File: src/rtl/breq_pkg.sv
package breq_pkg;

    // Control states of the requester
    typedef enum logic [1:0] {
        ST_IDLE = 2'd0,   // neither forwarding nor owning
        ST_FWD  = 2'd1,   // passing the grant down the chain
        ST_OWN  = 2'd2,   // grant kept, local master owns the bus
        ST_WAIT = 2'd3    // released, waiting for grant-in to clear
    } breq_state_e;

    // Pass-or-keep decision travelling through the capture stages
    typedef struct packed {
        logic seen;   // grant-in was asserted when sampled
        logic keep;   // a request was pending when sampled
    } breq_dec_t;

    // Registered control state
    typedef struct packed {
        breq_state_e state;
        logic        pend;
    } breq_ctrl_t;

endpackage

File: src/rtl/breq_capture.sv
module breq_capture
    import breq_pkg::*;
#(
    parameter int STAGES = 2
) (
    input  logic      clk,
    input  logic      rst,
    input  logic      grant_in_n,
    input  logic      pend_i,
    output breq_dec_t dec_o
);

    localparam int LAST = STAGES - 1;

    breq_dec_t st_d [STAGES];
    breq_dec_t st_q [STAGES];

    // Stage 0 samples the asynchronous grant together with the request
    // state; every later stage only re-times the stage before it.
    always_comb begin
        st_d[0].seen = ~grant_in_n;
        st_d[0].keep = pend_i;
        for (int i = 1; i < STAGES; i++) begin
            st_d[i] = st_q[i-1];
        end
    end

    always_ff @(posedge clk) begin
        if (rst) begin
            for (int i = 0; i < STAGES; i++) begin
                st_q[i] <= '0;
            end
        end else begin
            for (int i = 0; i < STAGES; i++) begin
                st_q[i] <= st_d[i];
            end
        end
    end

    // Only the settled final stage leaves this module
    assign dec_o = st_q[LAST];

endmodule

File: src/rtl/breq_ctrl.sv
module breq_ctrl
    import breq_pkg::*;
(
    input  logic      clk,
    input  logic      rst,
    input  breq_dec_t dec_i,
    input  logic      want_bus_i,
    input  logic      release_i,
    output logic      pend_o,
    output logic      bus_req_n,
    output logic      grant_out_n,
    output logic      owned_o
);

    breq_ctrl_t c_d;
    breq_ctrl_t c_q;

    always_comb begin
        c_d = c_q;
        unique case (c_q.state)
            ST_IDLE: begin
                c_d.pend = c_q.pend | want_bus_i;
                if (dec_i.seen) begin
                    if (dec_i.keep) begin
                        c_d.state = ST_OWN;
                        c_d.pend  = 1'b0;
                    end else begin
                        c_d.state = ST_FWD;
                    end
                end
            end
            ST_FWD: begin
                // a late request is remembered but the grant keeps flowing
                c_d.pend = c_q.pend | want_bus_i;
                if (!dec_i.seen) begin
                    c_d.state = ST_IDLE;
                end
            end
            ST_OWN: begin
                c_d.pend = 1'b0;
                if (release_i) begin
                    c_d.state = ST_WAIT;
                end
            end
            ST_WAIT: begin
                c_d.pend = 1'b0;
                if (!dec_i.seen) begin
                    c_d.state = ST_IDLE;
                end
            end
            default: begin
                c_d.state = ST_IDLE;
                c_d.pend  = 1'b0;
            end
        endcase
    end

    always_ff @(posedge clk) begin
        if (rst) begin
            c_q.state <= ST_IDLE;
            c_q.pend  <= 1'b0;
        end else begin
            c_q <= c_d;
        end
    end

    assign pend_o      = c_q.pend;
    assign bus_req_n   = ~c_q.pend;
    assign grant_out_n = ~(c_q.state == ST_FWD);
    assign owned_o     = (c_q.state == ST_OWN);

endmodule

File: src/rtl/breq_daisy_requester.sv
module breq_daisy_requester
    import breq_pkg::*;
#(
    parameter int SYNC_STAGES = 2
) (
    input  logic clk,
    input  logic rst,
    input  logic want_bus_i,
    input  logic release_i,
    input  logic grant_in_n,
    output logic bus_req_n,
    output logic grant_out_n,
    output logic owned_o
);

    breq_dec_t dec_s2;
    logic      pend;

    breq_capture #(
        .STAGES (SYNC_STAGES)
    ) capture_i (
        .clk        (clk),
        .rst        (rst),
        .grant_in_n (grant_in_n),
        .pend_i     (pend),
        .dec_o      (dec_s2)
    );

    breq_ctrl ctrl_i (
        .clk         (clk),
        .rst         (rst),
        .dec_i       (dec_s2),
        .want_bus_i  (want_bus_i),
        .release_i   (release_i),
        .pend_o      (pend),
        .bus_req_n   (bus_req_n),
        .grant_out_n (grant_out_n),
        .owned_o     (owned_o)
    );

endmodule

File: config.mk
export PLATFORM = sky130hd
export DESIGN_NAME = breq_daisy_requester
export DESIGN_NICKNAME = d
export VERILOG_FILES = /design/src/rtl/breq_pkg.sv /design/src/rtl/breq_capture.sv /design/src/rtl/breq_ctrl.sv /design/src/rtl/breq_daisy_requester.sv
export SDC_FILE = /design/constraint.sdc
export NUM_CORES = 1
export LEC_CHECK = 0
export ABC_AREA = 1
export BUFFER_PORTS_ARGS = -buffer_cell sky130_fd_sc_hd__buf_4
export CORE_AREA = 8 8 45 47
export DETAILED_ROUTE_END_ITERATION = 16
export DIE_AREA = 0 0 53 55
export PLACE_DENSITY_LB_ADDON = 0.1
export SLEW_MARGIN = 20
export SYNTH_ARGS = -nofsm -noshare
export SYNTH_HDL_FRONTEND = slang
export SYNTH_SLANG_ARGS = --single-unit
File: constraint.sdc
create_clock -name clk -period 2.05 [get_ports clk]
set_clock_uncertainty 0.15 [all_clocks]
set_input_delay 0.1025 -clock clk [delete_from_list [all_inputs] [get_ports clk]]
set_output_delay 0.1025 -clock clk [all_outputs]
set_load 0.05 [all_outputs]
# --- Word level (Yosys, flattened, before mapping) ---
# Memory sizes are Yosys's and may differ from the RTL's.
# Cells that the tools add are included.
# Widths: inputs -> output; s select.
word_totals:
  register_bits: 3
  ramBits: 4
  output_inout_bits: 3
  word_cells: 27
  mem_count: 1
mem_list:
  columns: ["memory", "depth", "width", "read_ports", "rd_clocked_by_memory_dff", "wr", "line", "rtl"]
  rows:
  - ["capture_i.st_q", 2, 2, 2, 0, 2, "breq_capture.sv:16", "breq_dec_t st_q [STAGES];"]
classes:
  n_eq_ne: 5
  muxes: 11
  n_bitwise: 6
  n_reduce_logical: 2
op_table:
  columns: ["operator", "count"]
  rows:
  - ["$pmux 3 s4", 1]
  - ["$mux 2", 5]
  - ["$eq 2x2->1 const B", 2]
  - ["$mux 1", 4]
  - ["$mux 3", 1]
  - ["$not 1->1", 3]
  - ["$or 1x1->1", 3]
  - ["$eq 2x1->1 const B", 1]
  - ["$logic_not 2->1", 1]
  - ["$ne 2x1->1 const B", 1]
  - ["$ne 2x2->1 const B", 1]
  - ["$reduce_and 2->1", 1]

# --- Longest topological paths before layout ---
# Gate-level depths: netlist (run 1).
logic_depth:
  word_depth: 4
  mapped_depth: 5
  mapped_depth_nobuf: 5

# --- Modules after synthesis ---
# From an unflattened synthesis (run 1), not the netlist that was laid out.
hier_totals:
  hier_cells: 37
  hier_area_um2: 275.3
by_module_without_submodules:
  columns: ["module", "instances", "cells_per_inst", "area_each_um2"]
  rows:
  - ["breq_ctrl", 1, 26, 168.9]
  - ["breq_capture", 1, 11, 106.4]

# --- Worst setup path before layout (run 1) ---
# OpenSTA, ideal clock, no wires.
synth_timing:
  path_kind: "register to output"
  start: "register (tool-made name)"
  end: "output port grant_out_n"
  arrival_time_ps: 753
  slack_ps: 1045
  path_stages_with_launch: 3
  path_buffers: 0
  path_cell_list: "dfxtp_1 > inv_1 > nand2_1"
synth_rtl:
  columns: ["element", "line", "rtl"]
  rows:
  - ["end: declaration", "breq_daisy_requester.sv:12", "output logic grant_out_n,"]

==> impl_metrics.csv, run 1 <==
group,metric,value,unit
sta,timing.final.ws_setup,0.663,ns
clocking,numCtsBuffers,3,
sta,final_min_period_over_clock_period,0.676,
layout,fill_cells,156,
synth,synth_cell_type_count,9,
sta,fin_tns_setup,0,ns
outcome,status,"finished, final reports clean",
layout,layout.core_utilization,0.288,
critical_path,cpPeakStageDelay,0.55,ns
detailed_routing,routed-wl-met3,70,µm
clocking,clock_latency_at_the_later_pin_of_the_worst_skew_pair,0.24,ns
critical_path,critPathMostFrequentCell,"sky130_fd_sc_hd__dlygate4sd3_1",
sta,slew_violations,0,
floorplan,dieHeight,55,µm
synth,cell_types_occupying_the_most_area_after_synthesis,"sky130_fd_sc_hd__dfxtp_1 54%, sky130_fd_sc_hd__inv_1 12%, sky130_fd_sc_hd__nand2_1 10%, sky130_fd_sc_hd__nor2_1 10%, sky130_fd_sc_hd__nor2_2 4.8%",
detailed_routing,detail_route.iter0.violations,3,
global_routing,grtUsageTotal,0.0476,
synth,yosysSeqAreaShare,0.541,
detailed_routing,route.final.wire_length,544,µm
global_routing,grt_max_degree,7,
sta,fmax,721,MHz
sta,timing.max_slew.rel_slack,0.895,
power,vdd_ir_drop_max,0.000196,V
power,leakage,0.190,nW
global_routing,gr-total-overflow,0,
layout,drive_above_1_share,0.255,
sta,tightestPinTransition,0.158,ns
synth,synth_seq_cells,7,
global_routing,first_global_vias,261,
placed_design,post_detailed_placement_cell_area,332,µm²
layout,final_nets,57,
clocking,htree_num_levels,1,
floorplan,core_area,1380,µm²
floorplan,fp.dieArea,2920,µm²
clocking,cts-root-to-sink-buffers,2,
critical_path,required,2.09,ns
clocking,clockRootBuffer,"sky130_fd_sc_hd__clkbuf_4",
clocking,number_of_clock_sinks,7,
clocking,cts_tree,"yes",
critical_path,critPathKind,"in2reg",
synth,synth.avg_cell_area,7.19,µm²
floorplan,initial_utilization,0.187,
synth,synth_top_area_frac,0.541,
critical_path,critical_path_peak_fanout,6,
synth,post_synth_instance_area,259,µm²
sta,final-hold-violation-count,0,
sta,worst_hold_slack,0.0603,ns
detailed_routing,route.antenna.remaining_nets,0,
sta,grt_setup_unrepaired,"false",
placed_design,post-dp-hpwl,420,µm
sta,final.min_clock_period,1.39,ns
detailed_routing,detailroute.wirelength.met2,264,µm
critical_path,timing.critical_path.slowest_stage_cell,"sky130_fd_sc_hd__dlygate4sd3_1",
layout,synthToLayoutAreaGrowth,53.6,%
layout,ant_diodes,0,
layout,stdcell_area,398,µm²
detailed_routing,viasPerCell,3.69,
layout,mostFrequentLayoutCell,"sky130_fd_sc_hd__inv_1",
synth,syn-instance-count,36,
floorplan,floorplan.io_pins,8,
floorplan,fp.dieW,53,µm
detailed_routing,drc,0,
critical_path,cp.arrival,1.42,ns
critical_path,start_kind,"input port",
clocking,cts-resized-gates,0,
placed_design,place_congestion,0.618,
power,pwr_density_cell,757,nW/µm²
placed_design,place_worst_setup_slack,1.08,ns
placed_design,placed_cells_incl_taps,59,
detailed_routing,wl_met1,209,µm
synth,netlist.top_cell.by_area,"sky130_fd_sc_hd__dfxtp_1",
layout,multi_input_logic_area,85.1,µm²
critical_path,timing.critical_path.cells,"dlygate4sd3_1 > buf_4 > nor2_1 > dlygate4sd3_1",
global_routing,grt_first_pass_wirelength,945,µm
detailed_routing,drt_first_pass_iters,2,
critical_path,timing.critical_path.to_type,"flip-flop",
floorplan,num_rows,14,
layout,highest_count_cells_in_the_layout_ignoring_fill_and_taps,"8 x sky130_fd_sc_hd__inv_1, 7 x sky130_fd_sc_hd__nand2_1, 7 x sky130_fd_sc_hd__nor2_1, 7 x sky130_fd_sc_hd__dfxtp_1, 7 x sky130_fd_sc_hd__buf_4",
layout,instances_no_fill,67,
layout,register_area,140,µm²
global_routing,antenna_violations_before_repair,0,
synth,synth_nets,41,
detailed_routing,maxUsedRoutingLayer,"met3",
sta,finalSetupViolations,0,
placed_design,port_buffers,7,
detailed_routing,routed-via-count,247,
run,max_cap_violations,0,
clocking,cts.clk_slew.worst_paths,0.05,ns
synth,yosys_warnings,0,
worst_hold_path,timing.hold.worst.class,"in2reg",
power,finalPower,301,µW
detailed_routing,post_drt_wl_per_cell,8.12,µm
cell families (layout without fill, tap and decap cells):
| kind of cell | after synthesis | count (layout) | share of synthesized area |
|---|---|---|---|
| AND/OR/NAND/NOR | 18 | 18 | 0.290 |
| buffers and inverters | 9 | 24 | 0.130 |
| flip-flops | 7 | 7 | 0.541 |
| AO/OA/AOI/OAI | 2 | 2 | 0.0386 |
final cells by class:
| class | count | area share |
|---|---|---|
| sequential | 7 | 0.352 |
| timing repair buffer | 11 | 0.233 |
| multi-input combinational | 20 | 0.214 |
| inverter | 9 | 0.0849 |
| clock buffer | 4 | 0.0660 |
| tap | 16 | 0.0503 |
repair_timing:
action                    4_1_cts  5_1_grt
hold buffers                    4        0
setup buffers                   0        0
hold endpoints to repair        5        0
final timing paths:
check	start	endpoint	slack [ns]	cells past startpoint
max	rst	capture_i.st_q[0][1]$_SDFF_PP0_	0.66	4
min reg2reg	capture_i.st_q[0][1]$_SDFF_PP0_	capture_i.st_q[0][3]$_SDFF_PP0_	0.25	2
min	release_i	ctrl_i.c_q[1]$_SDFFE_PP0P_	0.06	5
max reg2reg	ctrl_i.c_q[1]$_SDFFE_PP0P_	flip-flop	1.16	5
critical path, delay by kind of cell:
family / cells / cell delay [ns]
buffers and inverters: 3 / 1.24
AND/OR/NAND/NOR: 1 / 0.09
where the power goes:
group | leakage (nW) | internal, mW | switching, mW
logic | 0.118 | 0.0168 | 0.0186
clock network | 0.0150 | 0.0740 | 0.0472
registers | 0.0575 | 0.142 | 0.00252
total | 0.190 | 0.233 | 0.0683
cell usage after synthesis:
cell type and number:
sky130_fd_sc_hd__nand3_1 2, sky130_fd_sc_hd__dfxtp_1 7, sky130_fd_sc_hd__o21ai_1 1, sky130_fd_sc_hd__inv_2 1
sky130_fd_sc_hd__inv_1 8, sky130_fd_sc_hd__nand2_1 7, sky130_fd_sc_hd__a21oi_1 1, sky130_fd_sc_hd__nor2_2 2
sky130_fd_sc_hd__nor2_1 7
metal layers:
metal / track usage / vias up
li1: - / 132
met1: 0.0413 / 109
met2: 0.0684 / 6
met3: 0.0267 / 0
met4: 0.0647 / 0
met5: 0 / -
Note: power is estimated with default switching activity, not from simulation.
==> run 2, diff against run 1 <==
==> constraint.sdc (replaced) <==
create_clock -name clk -period 1.3 [get_ports clk]
set_clock_uncertainty 0.15 [all_clocks]
set_input_delay 0.065 -clock clk [delete_from_list [all_inputs] [get_ports clk]]
set_output_delay 0.065 -clock clk [all_outputs]
set_load 0.05 [all_outputs]
==> impl_metrics.csv, run 2 (synthesized netlist as in run 1, its figures left out) <==
group,metric,value,unit
outcome,status,"finished, final reports clean",
placed_design,post_detailed_placement_cell_area,332,µm²
clocking,htree_num_levels,1,
layout,synthToLayoutAreaGrowth,49.8,%
worst_hold_path,timing.hold.worst.class,"in2reg",
sta,tightestPinTransition,0.158,ns
critical_path,timing.critical_path.cells,"nand2_1 > inv_1 > buf_4",
clocking,clockRootBuffer,"sky130_fd_sc_hd__clkbuf_4",
layout,mostFrequentLayoutCell,"sky130_fd_sc_hd__inv_1",
sta,slew_violations,0,
global_routing,grt_first_pass_wirelength,903,µm
critical_path,critical_path_peak_fanout,5,
placed_design,post-dp-hpwl,420,µm
clocking,cts-root-to-sink-buffers,2,
power,pwr_density_cell,1220,nW/µm²
critical_path,worst-r2r-setup-slack,0.41,ns
clocking,post-cts-setup-buffer-count,0,
floorplan,floorplan.io_pins,8,
floorplan,num_rows,14,
global_routing,gr-total-overflow,0,
critical_path,timing.critical_path.slowest_stage_cell,"sky130_fd_sc_hd__dfxtp_1",
power,clock_power_share,0.404,
critical_path,critPathBufInv,2,
placed_design,port_buffers,7,
sta,fin_tns_setup,0,ns
layout,stdcell_area,388,µm²
power,comb_power_share,0.113,
layout,drive_above_1_share,0.260,
floorplan,dieHeight,55,µm
floorplan,fp.dieArea,2920,µm²
global_routing,antenna_violations_before_repair,0,
critical_path,rr_startpoint,"ctrl_i.c_q[1]$_SDFFE_PP0P_",
clocking,number_of_clock_sinks,7,
floorplan,core_area,1380,µm²
placed_design,place_congestion,0.618,
placed_design,placed_cells_incl_taps,59,
floorplan,initial_utilization,0.187,
layout,final_nets,56,
layout,instances_no_fill,66,
detailed_routing,detail_route.iter0.violations,3,
sta,final.min_clock_period,1.17,ns
power,leakage,0.185,nW
detailed_routing,post_drt_wl_per_cell,8.05,µm
clocking,cts.clk_slew.worst_paths,0.05,ns
critical_path,cp.arrival,0.96,ns
sta,grt_setup_unrepaired,"false",
critical_path,required,1.09,ns
critical_path,timing.critical_path.to_type,"output port",
sta,worst_hold_slack,0.0228,ns
clocking,cts_tree,"yes",
detailed_routing,route.final.wire_length,531,µm
global_routing,grt_max_degree,7,
global_routing,grtUsageTotal,0.0460,
sta,final_min_period_over_clock_period,0.904,
floorplan,fp.dieW,53,µm
critical_path,worstRegToRegCells,5,
power,vdd_ir_drop_max,0.000307,V
critical_path,cp_top_family,"flip-flops",
power,sequentialPowerShare,0.483,
power,power.share.switching,0.227,
layout,ant_diodes,0,
sta,finalSetupViolations,0,
critical_path,start_kind,"flip-flop",
detailed_routing,drt_first_pass_iters,2,
power,p_int,365,µW
critical_path,worstSetupEndpoint,"owned_o",
sta,timing.max_slew.rel_slack,0.895,
detailed_routing,routed-via-count,243,
run,max_cap_violations,0,
power,p_sw,107,µW
worst_hold_path,worstHoldStart,"release_i",
sta,final-hold-violation-count,0,
clocking,numCtsBuffers,3,
layout,fill_cells,157,
detailed_routing,viasPerCell,3.68,
critical_path,cpPeakStageDelay,0.39,ns
critical_path,critPathKind,"reg2out",
detailed_routing,route.antenna.remaining_nets,0,
clocking,clock_latency_at_the_later_pin_of_the_worst_skew_pair,0.24,ns
sta,fmax,851,MHz
detailed_routing,drc,0,
critical_path,cp.depth,3,
layout,highest_count_cells_in_the_layout_ignoring_fill_and_taps,"8 x sky130_fd_sc_hd__inv_1, 7 x sky130_fd_sc_hd__nand2_1, 7 x sky130_fd_sc_hd__nor2_1, 7 x sky130_fd_sc_hd__dfxtp_1, 7 x sky130_fd_sc_hd__buf_4",
global_routing,first_global_vias,249,
## run 2: how the worst min path moves through the flow
| stage | cells past startpoint | slack, ns | end |
|---|---|---|---|
| 4_1_cts | 5 | 0.02 | ctrl_i.c_q[1]$_SDFFE_PP0P_ |
| 3_3_place_gp | 2 | 0.07 | capture_i.st_q[0][1]$_SDFF_PP0_ |
| 6_report | 5 | 0.02 | ctrl_i.c_q[1]$_SDFFE_PP0P_ |
| 2_1_floorplan | 1 | -0.02 | capture_i.st_q[0][1]$_SDFF_PP0_ |
| 5_1_grt | 5 | 0.06 | ctrl_i.c_q[1]$_SDFFE_PP0P_ |
| 3_5_place_dp | 2 | 0.08 | capture_i.st_q[0][1]$_SDFF_PP0_ |
## run 2: final cells by class
type / instances / area [µm²] / area share
sequential: 7 / 140 / 0.361
multi-input combinational: 20 / 85.1 / 0.219
timing repair buffer: 10 / 82.6 / 0.213
clock buffer: 4 / 26.3 / 0.0677
tap: 16 / 20.0 / 0.0516
inverter: 9 / 33.8 / 0.0871
## run 2: stage by stage
| step | setup WS, ns | power (mW) | util |
|---|---|---|---|
| floorplan | 0.332 | 0.259 | - |
| global placement | 0.404 | 0.279 | 0.240 |
| detailed placement | 0.371 | 0.280 | 0.240 |
| CTS | 0.0994 | 0.484 | 0.280 |
| global route | 0.0400 | 0.508 | 0.280 |
| finish | 0.125 | 0.472 | 0.280 |
## run 2: worst min-delay path, stage by stage
cell and delay [ns]:
sky130_fd_sc_hd__buf_4 0.08, sky130_fd_sc_hd__inv_1 0.03, sky130_fd_sc_hd__nand3_1 0.07, sky130_fd_sc_hd__nand2_1 0.06, sky130_fd_sc_hd__nor2_2 0.09
## run 2: power groups by stage
stage	logic (mW)	registers, mW	clock network, mW
final	0.0533	0.228	0.191
after global routing	0.0600	0.229	0.219
after CTS	0.0544	0.228	0.202
after detailed placement	0.0471	0.233	0
after global placement	0.0473	0.232	0
after floorplan	0.0279	0.231	0
## run 2: what timing repair did
action                                 in CTS  in global routing
gates resized for setup                     0                  0
hold buffers                                3                  0
endpoints found under the hold margin       7                  0
## run 2: layer usage
layer | global-route usage | vias up | part of all wire | wire, µm
li1 | - | 130 | - | -
met1 | 0.0398 | 107 | 0.39 | 205
met2 | 0.0645 | 6 | 0.48 | 255
met3 | 0.0267 | 0 | 0.13 | 70
met4 | 0.0647 | 0 | 0 | 0
met5 | 0 | - | 0 | 0
